[config.mk]
export PLATFORM = sky130hd
export DESIGN_NAME = gpio_port
export DESIGN_NICKNAME = d
export VERILOG_FILES = /design/src/rtl/gpio_pkg.sv /design/src/rtl/gpio_regs.sv /design/src/rtl/gpio_sync.sv /design/src/rtl/gpio_pinmux.sv /design/src/rtl/gpio_port.sv
export SDC_FILE = /design/constraint.sdc
export NUM_CORES = 1
export LEC_CHECK = 0
export ABC_CLOCK_PERIOD_IN_PS = 1000
export CAP_MARGIN = 40
export CELL_PAD_IN_SITES_DETAIL_PLACEMENT = 1
export CELL_PAD_IN_SITES_GLOBAL_PLACEMENT = 1
export CORE_ASPECT_RATIO = 1.4
export CORE_MARGIN = 4
export CORE_UTILIZATION = 24
export DETAILED_ROUTE_END_ITERATION = 8
export HOLD_SLACK_MARGIN = 0.05
export PLACE_DENSITY_LB_ADDON = 0.12
export SYNTH_ARGS = -nofsm -noshare
export SYNTH_HDL_FRONTEND = slang
export SYNTH_SLANG_ARGS = --single-unit
[constraint.sdc]
create_clock -name clk -period 1 [get_ports clk]
set_clock_uncertainty 0.05 [all_clocks]
set_input_delay 0.25 -clock clk [delete_from_list [all_inputs] [get_ports clk]]
set_output_delay 0.25 -clock clk [all_outputs]
set_load 0.02 [all_outputs]
[src/rtl/gpio_pkg.sv]
package gpio_pkg;
    parameter int PORT_W = 8;
    parameter int BUS_W  = 16;
    parameter int ADDR_W = 2;

    localparam logic [ADDR_W-1:0] A_DIR = 2'd0;
    localparam logic [ADDR_W-1:0] A_LAT = 2'd1;
    localparam logic [ADDR_W-1:0] A_PIN = 2'd2;

    typedef struct packed {
        logic [PORT_W-1:0] dir;
        logic [PORT_W-1:0] lat;
    } port_regs_t;

    typedef struct packed {
        logic [PORT_W-1:0] stage1;
        logic [PORT_W-1:0] stage2;
    } sync_t;
endpackage

[src/rtl/gpio_regs.sv]
module gpio_regs
    import gpio_pkg::*;
#(
    parameter logic [PORT_W-1:0] IMPL_MASK = 8'h3F
) (
    input  logic              clk,
    input  logic              rst_n,
    input  logic              wr,
    input  logic [ADDR_W-1:0] addr,
    input  logic [BUS_W-1:0]  wdata,
    output logic [PORT_W-1:0] dir_q,
    output logic [PORT_W-1:0] lat_q
);
    port_regs_t regs_d, regs_q;

    always_comb begin
        regs_d = regs_q;
        if (wr && addr == A_DIR) regs_d.dir = wdata[PORT_W-1:0] & IMPL_MASK;
        if (wr && addr == A_LAT) regs_d.lat = wdata[PORT_W-1:0] & IMPL_MASK;
    end

    always_ff @(posedge clk) begin
        if (!rst_n) begin
            regs_q.dir <= IMPL_MASK;
            regs_q.lat <= '0;
        end else begin
            regs_q <= regs_d;
        end
    end

    assign dir_q = regs_q.dir;
    assign lat_q = regs_q.lat;
endmodule

[src/rtl/gpio_sync.sv]
module gpio_sync
    import gpio_pkg::*;
#(
    parameter logic [PORT_W-1:0] IMPL_MASK = 8'h3F
) (
    input  logic              clk,
    input  logic              rst_n,
    input  logic [PORT_W-1:0] raw,
    output logic [PORT_W-1:0] level_q
);
    sync_t sync_d, sync_q;

    always_comb begin
        sync_d.stage1 = raw & IMPL_MASK;
        sync_d.stage2 = sync_q.stage1;
    end

    always_ff @(posedge clk) begin
        if (!rst_n) sync_q <= '0;
        else        sync_q <= sync_d;
    end

    assign level_q = sync_q.stage2;
endmodule

[src/rtl/gpio_pinmux.sv]
module gpio_pinmux
    import gpio_pkg::*;
#(
    parameter logic [PORT_W-1:0] IMPL_MASK  = 8'h3F,
    parameter logic [PORT_W-1:0] FIXED_MASK = 8'h0F
) (
    input  logic [PORT_W-1:0] dir,
    input  logic [PORT_W-1:0] lat,
    input  logic [PORT_W-1:0] mode,
    input  logic [PORT_W-1:0] alt_out,
    input  logic [PORT_W-1:0] alt_oe,
    output logic [PORT_W-1:0] pin_out,
    output logic [PORT_W-1:0] pin_oe
);
    for (genvar i = 0; i < PORT_W; i++) begin : g_pin
        if (!IMPL_MASK[i]) begin : g_absent
            assign pin_out[i] = 1'b0;
            assign pin_oe[i]  = 1'b0;
        end else if (FIXED_MASK[i]) begin : g_outonly
            assign pin_out[i] = mode[i] ? lat[i] : alt_out[i];
            assign pin_oe[i]  = mode[i] ? 1'b1   : alt_oe[i];
        end else begin : g_bidir
            assign pin_out[i] = mode[i] ? lat[i]  : alt_out[i];
            assign pin_oe[i]  = mode[i] ? ~dir[i] : alt_oe[i];
        end
    end
endmodule

[src/rtl/gpio_port.sv]
module gpio_port
    import gpio_pkg::*;
#(
    parameter logic [PORT_W-1:0] IMPL_MASK  = 8'h3F,
    parameter logic [PORT_W-1:0] FIXED_MASK = 8'h0F
) (
    input  logic              clk,
    input  logic              rst_n,
    input  logic              bus_wr,
    input  logic [ADDR_W-1:0] bus_addr,
    input  logic [BUS_W-1:0]  bus_wdata,
    output logic [BUS_W-1:0]  bus_rdata,
    input  logic [PORT_W-1:0] port_mode,
    input  logic [PORT_W-1:0] alt_out,
    input  logic [PORT_W-1:0] alt_oe,
    input  logic [PORT_W-1:0] pin_in,
    output logic [PORT_W-1:0] pin_out,
    output logic [PORT_W-1:0] pin_oe
);
    localparam int PAD_W = BUS_W - PORT_W;

    logic [PORT_W-1:0] dir_q, lat_q, level_q;

    gpio_regs #(.IMPL_MASK(IMPL_MASK)) i_regs (
        .clk(clk), .rst_n(rst_n), .wr(bus_wr), .addr(bus_addr),
        .wdata(bus_wdata), .dir_q(dir_q), .lat_q(lat_q)
    );

    gpio_sync #(.IMPL_MASK(IMPL_MASK)) i_sync (
        .clk(clk), .rst_n(rst_n), .raw(pin_in), .level_q(level_q)
    );

    gpio_pinmux #(.IMPL_MASK(IMPL_MASK), .FIXED_MASK(FIXED_MASK)) i_mux (
        .dir(dir_q), .lat(lat_q), .mode(port_mode),
        .alt_out(alt_out), .alt_oe(alt_oe),
        .pin_out(pin_out), .pin_oe(pin_oe)
    );

    always_comb begin
        unique case (bus_addr)
            A_DIR:   bus_rdata = {{PAD_W{1'b0}}, dir_q};
            A_LAT:   bus_rdata = {{PAD_W{1'b0}}, lat_q};
            A_PIN:   bus_rdata = {{PAD_W{1'b0}}, level_q};
            default: bus_rdata = '0;
        endcase
    end
endmodule

==> flow_summary.yaml <==
critical_path:
  worst-r2r-setup-slack_ns: -0.02
  cp.buffers_inverters: 4
  crit_arrival_ns: 1.05
  r2r_start: "i_regs.dir_q[5]"
  path_class: "input port to output pin"
  endpoint_kind: "output pin"
  r2r_cells: 5
  cp_slowest_cell: "nor2b_4"
  worst_r2r_endpoint: "i_regs.dir_q[5]"
  crit_family: "buffers and inverters"
  path_max_fanout: 5
  start_kind: "input port"
  path_common_cell: "buf_6"
  required_ns: 0.70
  crit_chain: "buf_8 -> buf_12 -> nor2b_4 -> buf_6 -> o2bb2ai_4 -> buf_6"
  slowest_delay_ns: 0.17
layout:
  stdcell_area_mm2: 0.00222
  area_growth_pct: 83.0
  multi_input_area_um2: 754
  antenna_cells: 0
  fillers: 570
  seq_area_um2: 494
  final_cell_mix: "35 x buf_6, 15 x dfxtp_1, 14 x conb_1, 14 x buf_4, 13 x clkdlybuf4s50_1"
  final_common_cell: "buf_6"
  final_core_util: 0.456
  drive_gt1_frac: 0.482
  fin_nets: 250
die:
  die_w_um: 68.1
  start_util: 0.249
  die_h_um: 92.2
  die_area_mm2: 0.00628
  core_area_mm2: 0.00488
  rows: 30
  ios: 85
timing:
  period_share: 1.35
  setup_viol_count_final: 29
  rsz0062_at_grt: "yes"
  hold-worst-slack_ns: 0.393
  finalSetupTns_ns: -5.57
  max_freq_mhz: 741
  finalHoldViolations: 0
  setup_ws_ns: -0.350
  maxSlewViolCount: 0
  finalWorstPathRequiredPeriod_ns: 1.35
drt:
  dr.pass1.iters: 4
  via_per_inst: 4.28
  num_vias: 1109
  wire_per_inst_um: 15.2
  post-route-drc-count: 0
  drt-total-wl_um: 3930
  first_iter_violations: 13
  drtAntennaViolNets: 0
synth:
  synth_cells: 120
  synth_area_mm2: 0.00121
  synth.avg_cell_area_um2: 10.1
  synth_cell_types: 17
  yosysWarnings: 0
  seq_area_frac_synth: 0.395
  synth-seq-cells: 24
clock_network:
  cts-root-buf: "clkbuf_8"
  ctsHoldBuffers: 0
  cts_tree: "built"
  cts_sinks: 24
  ctsLongestPathBuffers: 2
  path_clk_slew_ns: 0.08
  h-tree-depth: 1
  clk_latency_ns: 0.25
  cts_made_buffers: 3
hold_path:
  hp-start: "i_sync.sync_d[4]"
  hp-class: "flop to flop"
  hold_end: "i_sync.level_q[4]"
  holdPathStages: 1
power_and_ir_drop:
  cellLeakagePower_uw: 0.00101
  ir_drop_mv: 0.399
  cellPowerDensity_mw_per_mm2: 1040
  fin_total_pwr_uw: 2310
global_route:
  grt-ovfl-total: 0
  grt_pass1_vias: 1303
  grt_max_degree: 31
  grt_usage: 0.134
  antenna_found_initial: 0
  grt_pass1_wl_um: 6310
place:
  portBuffers: 52
  dp_hpwl_um: 2680
  placed_cell_area_mm2: 0.00189
  place_congestion: 0.714
run_status:
  status: "complete, but fails checks"
  failed_checks: "negative setup slack"
run:
  maxCapViolations: 0
## cell usage after synthesis
| cell type | count | share of area |
|---|---|---|
| and3b_1 | 1 | 0.0072 |
| conb_1 | 1 | 0.0031 |
| dfxtp_1 | 24 | 0.40 |
| or2_2 | 4 | 0.021 |
| mux2i_1 | 12 | 0.099 |
| and2_1 | 12 | 0.062 |
| nor2b_4 | 1 | 0.011 |
| nand4bb_1 | 6 | 0.056 |
| nand2_1 | 12 | 0.037 |
| mux2_2 | 8 | 0.074 |
| buf_6 | 2 | 0.019 |
| inv_1 | 6 | 0.019 |
| o2bb2ai_1 | 6 | 0.043 |
| clkbuf_1 | 3 | 0.0093 |
| o211ai_1 | 6 | 0.037 |
| buf_4 | 15 | 0.093 |
| nor3b_4 | 1 | 0.015 |
## report_power, final
| part | leakage (µW) | switching (µW) | internal, µW | total (µW) |
|---|---|---|---|---|
| registers | 0.000199 | 25.2 | 999 | 1020 |
| clock network | 0.0000216 | 283 | 268 | 552 |
| logic | 0.000788 | 313 | 420 | 733 |
## final cells by class
| cell class | count | area share |
|---|---|---|
| Sequential cell | 24 | 0.222 |
| Multi-Input combinational cell | 83 | 0.339 |
| Inverter | 6 | 0.0101 |
| Timing Repair Buffer | 79 | 0.374 |
| Tap cell | 64 | 0.0360 |
| Clock buffer | 3 | 0.0186 |
## stage by stage
stage	std cells	setup WS, ns
after floorplan	133	-0.104
after global placement	242	-1.17
after detailed placement	242	-1.21
after CTS	258	-0.362
after global routing	259	-0.384
final	259	-0.350
## state kept, by name (all words and copies together), names as in the netlist
register / flops
i_regs.dir_q: 6
i_regs.lat_q: 6
i_sync.level_q: 6
i_sync.sync_d: 6
## layer usage
layer  global-route usage  wire, µm  part of all wire  up-vias
met2                0.257      2190              0.56       44
li1                     -         -                 -      531
met3               0.0294       290             0.074        4
met5                    0         0                 0        -
met4               0.0448        50             0.013        0
met1                0.133      1390              0.35      530
## cell families (layout without fill, tap and decap cells)
kind of cell	after synthesis	count (layout)	share of synthesized area
DFF	24	24	0.395
and+or+nand+nor	37	37	0.209
muxes	20	20	0.173
buffers and inverters	26	88	0.139
other	1	14	0.00309
AOI/OAI and AO/OA	12	12	0.0803
## worst max path at each step
| stage | from | to | slack [ns] | depth (start not counted) |
|---|---|---|---|---|
| final | bus_addr[1] | bus_rdata[3] | -0.35 | 6 |
| after detailed placement | bus_addr[1] | bus_rdata[3] | -1.21 | 6 |
| after global placement | bus_addr[1] | bus_rdata[1] | -1.17 | 6 |
| after floorplan | bus_addr[0] | bus_rdata[0] | -0.10 | 3 |
| after global routing | bus_addr[1] | bus_rdata[3] | -0.38 | 6 |
| after CTS | bus_addr[1] | bus_rdata[3] | -0.36 | 6 |
## timing repair
item | CTS | global route
pin swaps | 6 | 0
setup buffers | 12 | 2
cloned | 1 | 0
setup endpoints to repair | 30 | 30
gates resized for setup | 211 | 2
Note: power is estimated with default switching activity, not from simulation.
